**src/rtl/ebus_pkg.sv**
```systemverilog
package ebus_pkg;
  typedef enum logic [2:0] {
    S_IDLE = 3'd0,
    S_T1   = 3'd1,
    S_T2   = 3'd2,
    S_TW   = 3'd3,
    S_T3   = 3'd4
  } bus_st_e;

  // States in which the strobes are active and wait is evaluated
  function automatic logic strobe_window(bus_st_e s);
    return (s == S_T2) || (s == S_TW);
  endfunction

  // States in which a new request may be taken
  function automatic logic can_accept(bus_st_e s);
    return (s == S_IDLE) || (s == S_T3);
  endfunction
endpackage

```
**src/rtl/ebus_wait_sampler.sv**
```systemverilog
module ebus_wait_sampler
  import ebus_pkg::*;
(
  input  logic    clk,
  input  logic    rst_n,
  input  logic    mux_mode,
  input  logic    wait_en,
  input  logic    wait_in,
  input  bus_st_e st,
  output logic    wait_hit
);
  logic fall_smp;   // multiplexed: falling edge inside T2/TW
  logic rise_smp;   // separate: rising edge opening the current state

  always_ff @(negedge clk or negedge rst_n) begin
    if (!rst_n) fall_smp <= 1'b0;
    else        fall_smp <= strobe_window(st) & wait_in;
  end

  always_ff @(posedge clk or negedge rst_n) begin
    if (!rst_n) rise_smp <= 1'b0;
    else        rise_smp <= wait_in;
  end

  assign wait_hit = wait_en & (mux_mode ? fall_smp : rise_smp);

  // The falling-edge sample taken during T3 or idle is always clear when T1 begins
  p_no_early_sample_r3: assert property (@(posedge clk) disable iff (!rst_n)
    (st == S_T1) |-> !fall_smp);
endmodule

```
**src/rtl/ebus_astb_gen.sv**
```systemverilog
module ebus_astb_gen
  import ebus_pkg::*;
(
  input  logic    clk,
  input  logic    rst_n,
  input  bus_st_e st,
  output logic    astb_n
);
  always_ff @(negedge clk or negedge rst_n) begin
    if (!rst_n)                            astb_n <= 1'b1;
    else if (st == S_T1)                   astb_n <= 1'b0;
    else if (st == S_T3 || st == S_IDLE)   astb_n <= 1'b1;
  end

  p_astb_low_t2_r6: assert property (@(posedge clk) disable iff (!rst_n)
    (st == S_T2) |-> !astb_n);
  p_astb_idle_r6: assert property (@(posedge clk) disable iff (!rst_n)
    (st == S_IDLE) |-> astb_n);
endmodule

```
**src/rtl/ext_bus_seq.sv**
```systemverilog
module ext_bus_seq
  import ebus_pkg::*;
#(
  parameter int ADDR_W = 20,
  parameter int DATA_W = 16
) (
  input  logic                  clk,
  input  logic                  rst_n,
  input  logic                  mux_mode,
  input  logic                  wait_en,
  input  logic                  req_valid,
  output logic                  req_ready,
  input  logic                  req_we,
  input  logic [DATA_W/8-1:0]   req_be,
  input  logic [ADDR_W-1:0]     req_addr,
  input  logic [DATA_W-1:0]     req_wdata,
  output logic                  rsp_done,
  output logic [DATA_W-1:0]     rsp_rdata,
  input  logic                  bus_wait,
  output logic                  bus_astb_n,
  output logic                  bus_rd_n,
  output logic [DATA_W/8-1:0]   bus_wr_n,
  output logic [ADDR_W-1:0]     bus_addr,
  output logic [DATA_W-1:0]     bus_ad_out,
  output logic                  bus_ad_oe,
  input  logic [DATA_W-1:0]     bus_ad_in
);
  localparam int NBYTE = DATA_W / 8;

  bus_st_e             st, nxt;
  logic                wait_hit;
  logic                accept;
  logic                win;
  logic                last_data_state;
  logic                we_q;
  logic [NBYTE-1:0]    be_q;
  logic [ADDR_W-1:0]   addr_q;
  logic [DATA_W-1:0]   wdata_q;
  logic [DATA_W-1:0]   rdata_q;

  assign req_ready       = can_accept(st);
  assign accept          = req_ready & req_valid;
  assign win             = strobe_window(st);
  assign last_data_state = win & !wait_hit;

  always_comb begin
    nxt = st;
    unique case (st)
      S_IDLE:     nxt = req_valid ? S_T1 : S_IDLE;
      S_T1:       nxt = S_T2;
      S_T2, S_TW: nxt = wait_hit ? S_TW : S_T3;
      S_T3:       nxt = req_valid ? S_T1 : S_IDLE;
      default:    nxt = S_IDLE;
    endcase
  end

  always_ff @(posedge clk or negedge rst_n) begin
    if (!rst_n) begin
      st      <= S_IDLE;
      we_q    <= 1'b0;
      be_q    <= '0;
      addr_q  <= '0;
      wdata_q <= '0;
      rdata_q <= '0;
    end else begin
      st <= nxt;
      if (accept) begin
        we_q    <= req_we;
        be_q    <= req_be;
        addr_q  <= req_addr;
        wdata_q <= req_wdata;
      end
      if (last_data_state && !we_q) rdata_q <= bus_ad_in;
    end
  end

  ebus_wait_sampler u_wait (
    .clk      (clk),
    .rst_n    (rst_n),
    .mux_mode (mux_mode),
    .wait_en  (wait_en),
    .wait_in  (bus_wait),
    .st       (st),
    .wait_hit (wait_hit)
  );

  ebus_astb_gen u_astb (
    .clk    (clk),
    .rst_n  (rst_n),
    .st     (st),
    .astb_n (bus_astb_n)
  );

  assign bus_rd_n = !(win && !we_q);

  for (genvar i = 0; i < NBYTE; i++) begin : g_wr
    assign bus_wr_n[i] = !(win && we_q && be_q[i]);
  end

  always_comb begin
    if (mux_mode) bus_ad_oe = (st == S_T1) || (we_q && (win || st == S_T3));
    else          bus_ad_oe = we_q && (st != S_IDLE);
  end

  assign bus_ad_out = (mux_mode && st == S_T1) ? addr_q[DATA_W-1:0] : wdata_q;
  assign bus_addr   = addr_q;
  assign rsp_done   = (st == S_T3);
  assign rsp_rdata  = rdata_q;

  p_t1_next_r2: assert property (@(posedge clk) disable iff (!rst_n)
    (st == S_T1) |=> (st == S_T2));
  p_wait_off_r5: assert property (@(posedge clk) disable iff (!rst_n)
    (!wait_en && st == S_T2) |=> (st == S_T3));
  p_strobe_excl_r7: assert property (@(posedge clk) disable iff (!rst_n)
    !(!bus_rd_n && (bus_wr_n != '1)));
  p_addr_hold_r10: assert property (@(posedge clk) disable iff (!rst_n)
    (st inside {S_T2, S_TW, S_T3}) |-> $stable(bus_addr));
  p_done_pulse_r11: assert property (@(posedge clk) disable iff (!rst_n)
    rsp_done |=> !rsp_done);
  p_chain_r12: assert property (@(posedge clk) disable iff (!rst_n)
    (st == S_T3 && req_valid) |=> (st == S_T1));
endmodule

```
**config.mk**
```make
export PLATFORM = sky130hd
export DESIGN_NAME = ext_bus_seq
export DESIGN_NICKNAME = d
export VERILOG_FILES = /design/src/rtl/ebus_pkg.sv /design/src/rtl/ebus_wait_sampler.sv /design/src/rtl/ebus_astb_gen.sv /design/src/rtl/ext_bus_seq.sv
export SDC_FILE = /design/constraint.sdc
export NUM_CORES = 1
export LEC_CHECK = 0
export ABC_AREA = 1
export BUFFER_PORTS_ARGS = -buffer_cell sky130_fd_sc_hd__buf_2
export CAP_MARGIN = 10
export CORE_ASPECT_RATIO = 1.5
export CORE_MARGIN = 4
export CORE_UTILIZATION = 40
export CTS_CLUSTER_DIAMETER = 50
export CTS_CLUSTER_SIZE = 30
export DETAILED_ROUTE_END_ITERATION = 8
export PLACE_DENSITY = 0.7
export SYNTH_ARGS = -nofsm -noshare
export SYNTH_HDL_FRONTEND = slang
export SYNTH_SLANG_ARGS = --single-unit
```
**constraint.sdc**
```tcl
create_clock -name clk -period 2.5 [get_ports clk]
set_input_delay 0.25 -clock clk [delete_from_list [all_inputs] [get_ports clk]]
set_output_delay 0.25 -clock clk [all_outputs]
set_load 0.02 [all_outputs]
```
# After elaboration in Yosys (flattened, before gate mapping)
# Index checks and enable logic that the tools add are counted.
# word_totals
regBits,61
in_bits,61
output_inout_bits,59
# op_classes
n_eq_ne,4
bitwise,4
n_mux,8
n_reduce_logical,22
# ops
operator,count
$mux 16,1
$pmux 3 s3,1
$logic_and 1x1->1,8
$eq 3x2->1 const B,2
$logic_not 1->1,5
$mux 1,5
$and 1x1->1,4
$logic_or 1x1->1,4
$reduce_or 2->1,2
$eq 3x1->1 const B,1
$eq 3x3->1 const B,1
$logic_not 3->1,1
$mux 3,1
$reduce_bool 3->1,1
$reduce_bool 2->1,1

# Depth between registers and ports, before layout
# logic_depth
depth_word,6
depth_mapped,8
depth_no_buf,7

# Modules after synthesis
# A second synthesis with hierarchy kept.
# unflattened
cells_unflattened,333
hier_area_um2,2717.6
# modules_own_cells
module,seq_area_each_um2,area_per_inst_um2,cells_per_inst,instances
ext_bus_seq,1451.4,2593.7,319,1
ebus_wait_sampler,50.0,78.8,9,1
ebus_astb_gen,26.3,45.0,5,1

==> flow_summary.ini <==
[routing]
drc = 0
viasPerCell = 4.84
drtIter0Drc = 124
vias = 2553
routedWlPerCell_um = 13.6
antenna_left = 0
firstDrtPassIters = 4
wl_um = 7190

[sta]
hold_violations = 0
maxSlewHeadroom = 0.553
fin_skew_ns = 0.0342
worst_slack_ns = -0.0148
setup_violations = 1
worstMarginPinSlew_ns = 0.671
hold_slack_ns = 0.0285
drv_slew = 0
rsz0062_at_grt = yes

[critical_path]
crit_path_start_kind = register
path_buf_inv = 1
rr_endpoint = rsp_rdata[9]
crit_arrival_ns = 2.26
reg2reg_from = u_wait.fall_smp
cp_num_cells = 1
slowest_delay_ns = 0.53
reg2reg_slack_ns = 0.12
end_kind = output pin
ff2ff_path_depth = 6
worst-setup-path-type = reg2out
crit_chain = buf_6
crit_fanout = 2
crit_start = u_astb.astb_n
cp_slowest_cell = dfstp_2
endpoint = bus_astb_n
critical-path-top-delay-family = flip-flops
required_ns = 2.25

[logic_synthesis]
avgSynthCellArea_um2 = 8.22
seq_area_frac_synth = 0.569
synthAdderAreaFrac = 0
synth-compound-area-share = 0.00978
synthDistinctLibCells = 22
synth_nets = 388
synthSimpleGateAreaFrac = 0.371
synth-seq-cells = 61
synth_top_family_by_area = simple AND/OR/NAND/NOR gates
synthMuxAreaShare = 0
syn_area_mm2 = 0.00269
ys_warn_count = 0
synthCells = 327
synthXorXnorAreaFrac = 0

[layout]
final_nets = 508
drive_above_1_share = 0.336
final_cell_mix = nand2_1 (164), buf_2 (118), dfrtp_1 (59)
diodes = 0
syn_to_final_growth_pct = 32.9
mostFrequentLayoutCell = nand2_1
post-route-util = 0.547
fin_cells = 528
n_fill_cell = 655

[floorplanning]
die_x_um = 74.9
die_area_mm2 = 0.00812
pin_count = 120
die_y_um = 108
num_rows = 36
start_util = 0.411
core_mm2 = 0.00653

[pwr]
p_leak_nw = 2.10
peakVddDrop_mv = 0.768
power.total_mw = 4.98
power.density_mw_per_mm2 = 1390

[global_route]
track_usage = 0.186
overflow = 0
grt_pass1_vias = 2535
grt_max_degree = 54
antenna_found_initial = 0
grt_first_pass_wirelength_um = 11600

[placement]
dp.cells = 509
gp_congestion = 0.775
io_buffer_count = 119
pre_cts_ws_ns = 0.0684
post-dp-hpwl_um = 4920

[clocking]
cts_tree = done
root_buffer = clkbuf_8
clock-sinks = 61
clk_path_buf_depth = 2
htreeDepth = 3
clk_latency_ns = 0.37
clkSlewWorstSetupHoldPaths_ns = 0.07
numCtsBuffers = 9

[flow_run]
drv_cap = 0

[outcome]
status = finished, violations left
violations = setup timing

[hold_path]
hold_path_class = in2reg
[worst min path at each step]
stage,from,cells past startpoint,slack (ns),to
after detailed placement,rst_n,1,0.11,u_wait.rise_smp
after global placement,rst_n,1,0.11,u_wait.rise_smp
after CTS,bus_wait,1,0.009,u_wait.rise_smp
after floorplan,rst_n,0,-0.05,be_q[0]
final,bus_wait,1,0.03,u_wait.rise_smp
after global routing,bus_wait,1,0.007,u_wait.rise_smp
[state kept, by name, indices dropped and copies added, names as in the netlist]
| signal | cells |
|---|---|
| be_q | 2 |
| u_astb.astb_n | 1 |
| bus_addr | 20 |
| we_q | 1 |
| rsp_rdata | 16 |
| u_wait.rise_smp | 1 |
| wdata_q | 16 |
| st | 3 |
| u_wait.fall_smp | 1 |
[through the flow]
step / setup TNS (ns) / cell area [um2]
CTS: -0.0275 / 3540
detailed placement: 0 / 3310
global route: -0.0602 / 3570
finish: -0.0148 / 3570
floorplan: 0 / 2690
global placement: 0 / 3310
[metal layers]
layer,global-route usage,up-vias,part of all wire
li1,-,1269,-
met1,0.207,1184,0.39
met2,0.323,92,0.53
met3,0.0465,8,0.074
met4,0.0827,0,0.014
met5,0,-,0
[area by class of cell]
| class | count | area [um2] | share of cell area |
|---|---|---|---|
| Clock buffer | 9 | 124 | 0.0347 |
| Clock inverter | 8 | 93.8 | 0.0263 |
| Inverter | 10 | 37.5 | 0.0105 |
| Multi-Input combinational cell | 239 | 1040 | 0.292 |
| Sequential cell | 61 | 1530 | 0.428 |
| Tap cell | 76 | 95.1 | 0.0266 |
| Timing Repair Buffer | 125 | 649 | 0.182 |
[where the power goes]
group	leakage, nW	internal (mW)	switching, mW
sequential	0.756	1.45	0.282
clock	0.110	0.557	0.391
combinational	1.24	0.729	1.57
[cells by family (layout without fill, tap and decap cells)]
logic type / after synthesis / count (layout)
buffers and inverters: 28 / 152
AND/OR/NAND/NOR: 233 / 234
AO/OA/AOI/OAI: 5 / 5
flip-flops: 61 / 61
[synthesized netlist by cell type]
cell / instances / area (um2)
o21ai_0: 3 / 15.0
dfstp_2: 1 / 26.3
buf_2: 6 / 30.0
buf_6: 2 / 22.5
nor2_4: 1 / 11.3
nor2_2: 1 / 6.26
nor2_8: 1 / 20.0
nand2_1: 164 / 616
dfrtp_1: 59 / 1480
nor2_1: 7 / 26.3
buf_1: 2 / 7.51
inv_2: 2 / 7.51
a21oi_1: 1 / 5.00
clkbuf_1: 5 / 18.8
nand2_2: 3 / 18.8
nand2_4: 1 / 11.3
nand3_4: 1 / 17.5
buf_4: 2 / 15.0
a31oi_1: 1 / 6.26
nand3_1: 54 / 270
dfrtn_1: 1 / 25.0
inv_1: 9 / 33.8
[repair_timing]
item | CTS | global route
gates resized for setup | 2 | 1
buffers inserted | 0 | 1
pin swaps | 0 | 1
endpoints found under the hold margin | 6 | 0
endpoints found under the setup margin | 1 | 17
hold buffers | 1 | 0
cloned | 0 | 1
(Power assumes the default switching activity.)
